<file path="src/rtl/sdc_pkg.sv">
package sdc_pkg;
    localparam int FRAME_W   = 48;
    localparam int LONG_W    = 136;
    localparam int HDR_W     = 8;
    localparam int IDX_W     = 6;
    localparam int WORD_W    = 32;
    localparam int RSP_WORDS = 4;
    localparam int RSP_W     = RSP_WORDS * WORD_W;
    localparam int CNT_W     = $clog2(LONG_W);
    localparam int CRC_W     = 7;
    localparam int NFLAGS    = 4;
    localparam int F_SENT    = 0;
    localparam int F_ROK     = 1;
    localparam int F_CRC     = 2;
    localparam int F_TMO     = 3;

    typedef enum logic [1:0] {ST_IDLE, ST_TX, ST_WAIT, ST_RX} st_e;

    // one serial step of x^7 + x^3 + 1
    function automatic logic [CRC_W-1:0] crc7_step(logic [CRC_W-1:0] c, logic b);
        logic fb;
        fb = b ^ c[CRC_W-1];
        return {c[CRC_W-2:0], 1'b0} ^ (fb ? 7'h09 : 7'h00);
    endfunction

    // parallel CRC over the 40 header bits of an outgoing frame
    function automatic logic [CRC_W-1:0] crc7_hdr(logic [FRAME_W-CRC_W-2:0] v);
        logic [CRC_W-1:0] c;
        c = '0;
        for (int i = FRAME_W - CRC_W - 2; i >= 0; i--) c = crc7_step(c, v[i]);
        return c;
    endfunction
endpackage

</file>
<file path="src/rtl/sdc_crc7.sv">
module sdc_crc7
    import sdc_pkg::*;
(
    input  logic             clk,
    input  logic             rst_n,
    input  logic             clr,
    input  logic             en,
    input  logic             din,
    output logic [CRC_W-1:0] crc
);
    logic [CRC_W-1:0] crc_d, crc_q;

    always_comb begin
        crc_d = crc_q;
        if (clr)     crc_d = '0;
        else if (en) crc_d = crc7_step(crc_q, din);
    end

    always_ff @(posedge clk) begin
        if (!rst_n) crc_q <= '0;
        else        crc_q <= crc_d;
    end

    assign crc = crc_q;
endmodule

</file>
<file path="src/rtl/sdc_flags.sv">
module sdc_flags #(
    parameter int N = 4
) (
    input  logic         clk,
    input  logic         rst_n,
    input  logic [N-1:0] set,
    input  logic [N-1:0] clr,
    output logic [N-1:0] flg
);
    logic [N-1:0] flg_d, flg_q;

    for (genvar g = 0; g < N; g++) begin : g_bit
        // a set in the same clock as a clear wins
        always_comb flg_d[g] = set[g] | (flg_q[g] & ~clr[g]);
    end

    always_ff @(posedge clk) begin
        if (!rst_n) flg_q <= '0;
        else        flg_q <= flg_d;
    end

    assign flg = flg_q;
endmodule

</file>
<file path="src/rtl/sd_cmd_path.sv">
module sd_cmd_path
    import sdc_pkg::*;
#(
    parameter int TMO_TICKS = 64
) (
    input  logic              clk,
    input  logic              rst_n,
    input  logic              tick,
    input  logic              start,
    input  logic [IDX_W-1:0]  cmd_idx,
    input  logic [WORD_W-1:0] cmd_arg,
    input  logic [1:0]        rsp_type,
    input  logic [NFLAGS-1:0] clr,
    input  logic              cmd_in,
    output logic              cmd_out,
    output logic              busy,
    output logic [NFLAGS-1:0] flags,
    output logic [IDX_W-1:0]  rsp_idx,
    output logic [RSP_W-1:0]  rsp_data
);
    localparam int TMR_W    = $clog2(TMO_TICKS) + 1;
    localparam int SH_LO    = FRAME_W - 1 - HDR_W - WORD_W;
    localparam int TX_LAST  = FRAME_W - 1;
    localparam int LG_CRC_E = LONG_W - 2;
    localparam int SH_CRC_E = FRAME_W - 2;

    typedef struct packed {
        st_e                st;
        logic [FRAME_W-1:0] frame;
        logic [CNT_W-1:0]   cnt;
        logic [TMR_W-1:0]   tmr;
        logic               long_r;
        logic               want_r;
        logic               out;
        logic [IDX_W-1:0]   ridx;
        logic [RSP_W-1:0]   sr;
        logic [RSP_W-1:0]   rsp;
    } regs_t;

    regs_t             r_d, r_q;
    logic [NFLAGS-1:0] set_v;
    logic              crc_clr, crc_en;
    logic [CRC_W-1:0]  crc_v;
    logic [CNT_W-1:0]  last_pos;

    sdc_crc7 u_crc (
        .clk(clk), .rst_n(rst_n), .clr(crc_clr), .en(crc_en), .din(cmd_in), .crc(crc_v)
    );

    sdc_flags #(.N(NFLAGS)) u_flags (
        .clk(clk), .rst_n(rst_n), .set(set_v), .clr(clr), .flg(flags)
    );

    always_comb begin
        r_d      = r_q;
        set_v    = '0;
        crc_clr  = 1'b0;
        crc_en   = 1'b0;
        last_pos = r_q.long_r ? CNT_W'(LONG_W - 1) : CNT_W'(FRAME_W - 1);
        unique case (r_q.st)
            ST_IDLE: begin
                r_d.out = 1'b1;
                if (start) begin
                    r_d.frame  = {2'b01, cmd_idx, cmd_arg,
                                  crc7_hdr({2'b01, cmd_idx, cmd_arg}), 1'b1};
                    r_d.cnt    = '0;
                    r_d.long_r = (rsp_type == 2'b11);
                    r_d.want_r = rsp_type[0];
                    r_d.st     = ST_TX;
                    crc_clr    = 1'b1;
                end
            end
            ST_TX: if (tick) begin
                r_d.out   = r_q.frame[FRAME_W-1];
                r_d.frame = {r_q.frame[FRAME_W-2:0], 1'b0};
                r_d.cnt   = r_q.cnt + 1'b1;
                if (r_q.cnt == CNT_W'(TX_LAST)) begin
                    r_d.tmr = '0;
                    if (r_q.want_r) begin
                        r_d.st = ST_WAIT;
                    end else begin
                        r_d.st        = ST_IDLE;
                        set_v[F_SENT] = 1'b1;
                    end
                end
            end
            ST_WAIT: if (tick) begin
                if (!cmd_in) begin
                    r_d.st = ST_RX;
                    r_d.cnt = CNT_W'(1);
                    crc_en  = !r_q.long_r;
                end else if (r_q.tmr == TMR_W'(TMO_TICKS - 1)) begin
                    r_d.st       = ST_IDLE;
                    set_v[F_TMO] = 1'b1;
                end else begin
                    r_d.tmr = r_q.tmr + 1'b1;
                end
            end
            ST_RX: if (tick) begin
                if (r_q.long_r)
                    crc_en = (r_q.cnt >= CNT_W'(HDR_W)) && (r_q.cnt <= CNT_W'(LG_CRC_E));
                else
                    crc_en = (r_q.cnt <= CNT_W'(SH_CRC_E));
                if (r_q.cnt >= CNT_W'(2) && r_q.cnt < CNT_W'(HDR_W))
                    r_d.ridx = {r_q.ridx[IDX_W-2:0], cmd_in};
                if (r_q.cnt >= CNT_W'(HDR_W))
                    r_d.sr = {r_q.sr[RSP_W-2:0], cmd_in};
                if (r_q.cnt == last_pos) begin
                    r_d.st = ST_IDLE;
                    // a CRC-checked stream followed by its own CRC leaves zero
                    if (crc_v == '0) set_v[F_ROK] = 1'b1;
                    else             set_v[F_CRC] = 1'b1;
                    r_d.rsp = r_q.long_r ? {r_q.sr[RSP_W-2:0], cmd_in}
                                         : {r_q.sr[SH_LO+WORD_W-1:SH_LO], {(RSP_W-WORD_W){1'b0}}};
                end else begin
                    r_d.cnt = r_q.cnt + 1'b1;
                end
            end
            default: r_d.st = ST_IDLE;
        endcase
    end

    always_ff @(posedge clk) begin
        if (!rst_n) begin
            r_q     <= '0;
            r_q.st  <= ST_IDLE;
            r_q.out <= 1'b1;
        end else begin
            r_q <= r_d;
        end
    end

    assign cmd_out  = r_q.out;
    assign busy     = (r_q.st != ST_IDLE);
    assign rsp_idx  = r_q.ridx;
    assign rsp_data = r_q.rsp;
endmodule

</file>
<file path="config.mk">
export PLATFORM = sky130hd
export DESIGN_NAME = sd_cmd_path
export DESIGN_NICKNAME = d
export VERILOG_FILES = /design/src/rtl/sdc_pkg.sv /design/src/rtl/sdc_crc7.sv /design/src/rtl/sdc_flags.sv /design/src/rtl/sd_cmd_path.sv
export SDC_FILE = /design/constraint.sdc
export NUM_CORES = 1
export LEC_CHECK = 0
export ABC_AREA = 1
export CAP_MARGIN = 15
export CORE_MARGIN = 4
export CORE_UTILIZATION = 41
export DETAILED_ROUTE_END_ITERATION = 7
export PLACE_DENSITY = 0.68
export SYNTH_ARGS = -nofsm -noshare
export SYNTH_HDL_FRONTEND = slang
export SYNTH_SLANG_ARGS = --single-unit
</file>
<file path="constraint.sdc">
create_clock -name clk -period 3.35 [get_ports clk]
set_input_delay 0.5025 -clock clk [delete_from_list [all_inputs] [get_ports clk]]
set_output_delay 0.5025 -clock clk [all_outputs]
set_load 0.05 [all_outputs]
</file>
==> out/qor.yml <==
power:
  clockPowerShare: 0.433
  p_seq_frac: 0.434
  ir_drop_mv: 0.309
  p_switching_mw: 2.58
  comb_power_share: 0.132
  powerDensity_nw_per_um2: 547
  swShare: 0.265
  p_int_mw: 7.13
  p_leak_nw: 6.78
global_routing:
  gr-total-overflow: 0
  grt_pass1_wl_um: 59900
  grtUsageTotal: 0.173
  antenna_found_initial: 0
  first_global_vias: 12069
  grt_start_max_net_pins: 110
drt:
  wl_per_cell_um: 14.1
  dr_total_vias: 13344
  firstDrtPassIters: 6
  ant_nets: 0
  first_iter_violations: 919
  drc: 0
  wl_um: 36600
  via_per_inst: 5.14
synthesis:
  synth_cells: 2110
  synthArstFlopShare: 0
  syn-num-nets: 2162
  syn_area_um2: 15200
  synth_enable_flop_cells: 0
  synth-seq-cells: 340
  yosysSeqAreaShare: 0.447
  synthFlopType: "dfxtp_1"
  yosysUniqueCellTypes: 39
  ys.warnings.count: 0
  avgSynthCellArea_um2: 7.22
timing:
  rsz0062_at_grt: "false"
  period_needed_ps: 2730
  finalWorstSetupSlack_ps: 620
  whs_ps: 453
  clock_skew_ps: 21.4
  tightest_slew_ps: 915
  finalMaxSlewViolations: 0
  finalSetupViolCount: 0
  max_freq_ghz: 0.366
  tns_ps: 0
  slew_headroom: 0.390
  period_share: 0.815
  finalHoldViolCount: 0
cells_and_area:
  syn2layout_area_growth_pct: 16.5
  nNetsFinal: 2150
  num_antenna_cells: 0
  multi_input_area_um2: 6470
  ff_latch_area_um2: 6810
  fill_cells: 3600
  drive_gt1_frac: 0.0804
  utilization: 0.485
  instances_no_fill: 2594
run:
  drv_cap: 0
critical_path:
  rr_startpoint: "r_q[273]"
  crit_required_ps: 3760
  arrival_ps: 3140
  cp-endpoint: "r_q[281]"
  critPathMaxFanout: 6
  r2r_cells: 10
  worstSetupStartpointType: "input pin"
  worst-setup-path-type: "in2reg"
  cp-startpoint: "cmd_idx[2]"
  r2r_slack_ps: 630
  end_kind: "flop"
  worstReg2RegEnd: "rsp_data[48]"
placed_design:
  pre_cts_slack_ps: 117
  hpwl_um: 24000
  portBuffers: 188
  gp_congestion: 0.877
  dp_cells: 2525
clocking:
  cts_buffers: 39
  htree_levels: 2
  path_clk_slew_ps: 60
  cts_setup_buffers: 0
  holdBufCountCts: 0
  cts_tree: "yes"
  clock_latency_ps: 550
  clk_path_buf_depth: 3
  ctsResizeCount: 0
  cts-root-buf: "clkbuf_16"
  cts_sinks: 340
die:
  floorplan.initialDensity: 0.416
  fp-row-count: 70
  die_h_um: 201
  die_width_um: 201
  die-area_um2: 40300
  io_pins: 189
  coreArea_um2: 36600
run_status:
  status: "finished clean"
hold_path:
  holdCritPathClass: "reg2reg"
==> worst min-delay path by stage <==
| stage | start | endpoint | slack, ps | depth (start not counted) |
|---|---|---|---|---|
| after CTS | rst_n | cmd_out | 430 | 2 |
| after floorplan | r_q[263] | r_q[263] | 420 | 2 |
| after global placement | r_q[263] | r_q[263] | 440 | 2 |
| after detailed placement | r_q[263] | r_q[263] | 440 | 2 |
| final | r_q[271] | r_q[271] | 450 | 1 |
| after global routing | rst_n | cmd_out | 470 | 2 |
==> layout make-up <==
| class | count | share of cell area |
|---|---|---|
| clock inverter | 13 | 0.00796 |
| timing repair buffer | 208 | 0.119 |
| inverter | 131 | 0.0280 |
| tap | 468 | 0.0330 |
| clock buffer | 56 | 0.0643 |
| multi-input combinational | 1378 | 0.364 |
| sequential | 340 | 0.383 |
==> power by group through the flow <==
stage / Clock, mW / Sequential, mW / Combinational (mW)
after floorplan: 0 / 4.29 / 0.986
after global placement: 0 / 4.30 / 1.25
after detailed placement: 0 / 4.30 / 1.28
after CTS: 4.35 / 4.22 / 1.28
after global routing: 4.51 / 4.23 / 1.45
final: 4.21 / 4.22 / 1.28
==> state kept, by name (all words and copies together) (netlist names) <==
register	flops
u_flags.flg	4
cmd_out	1
r_q	194
rsp_data	128
rsp_idx	6
u_crc.crc	7
==> metal layers <==
layer  part of all wire  track usage  up-vias
met5                  0            0        -
met4              0.017       0.0418        0
met3              0.062       0.0393       45
met2               0.45        0.283      345
met1               0.47        0.235     6199
li1                   -            -     6755
==> Yosys cell counts (all sizes together) (6+ instances only) <==
| master | count | area (µm²) |
|---|---|---|
| a21oi | 220 | 1120 |
| a31oi | 39 | 244 |
| buf | 147 | 1070 |
| clkbuf | 114 | 428 |
| dfxtp | 340 | 6810 |
| inv | 131 | 492 |
| nand2 | 393 | 1600 |
| nand3 | 159 | 831 |
| nand3b | 8 | 60.1 |
| nor2 | 279 | 1050 |
| nor3 | 12 | 60.1 |
| o21ai | 228 | 1140 |
| xor2 | 6 | 67.6 |
==> stage by stage <==
stage	power, mW	instance area [µm²]
final	9.71	17800
after global routing	10.2	17800
after CTS	9.85	17800
after detailed placement	5.58	16500
after global placement	5.55	16500
after floorplan	5.28	15200
==> layout by cell type (no fill, tap or decap), types with 4 or more instances in the layout <==
master	Yosys	layout
xor2_1	4	4
clkdlybuf4s50_1	0	187
nand3_1	152	152
buf_12	0	7
nand2_1	347	344
a21oi_2	5	5
inv_1	114	113
clkinv_2	0	8
a21oi_1	215	215
nand3b_1	8	8
clkbuf_1	114	8
clkbuf_8	0	8
nor3_1	12	12
o21ai_0	225	225
nand2_2	45	46
nand4_1	5	5
buf_4	134	14
dfxtp_1	340	339
nor2_1	277	276
xnor2_1	4	4
inv_2	17	15
nand3_2	7	7
clkbuf_16	0	40
a31oi_1	39	39
==> cells by family (layout without fill, tap and decap cells) <==
family	Yosys count	after routing	synth area share
buf+inv	392	408	0.130
flops	340	340	0.447
simple gates	864	864	0.242
xor+xnor	11	11	0.00780
compound gates	500	500	0.171
fa+ha+maj	3	3	0.00246
==> critical path, cell delays in order <==
cell and delay, ps:
clkdlybuf4s50_1 600, inv_2 70, nand2_1 60, nand2_1 80, nand3_1 140, nand2_2 100
nand2_1 70, nand2_1 110, inv_2 80, nand2_1 60, nand2_1 120, nand3_2 110
nand2_2 90, nand2_1 70, nand2_1 80, nand2_2 70, nand2_2 90, nand2_1 70
nand2_2 80, inv_1 50, nand2_1 80, nand2_1 70, o21ai_0 210, a21oi_1 100
Power figures use the tool's default switching activity.
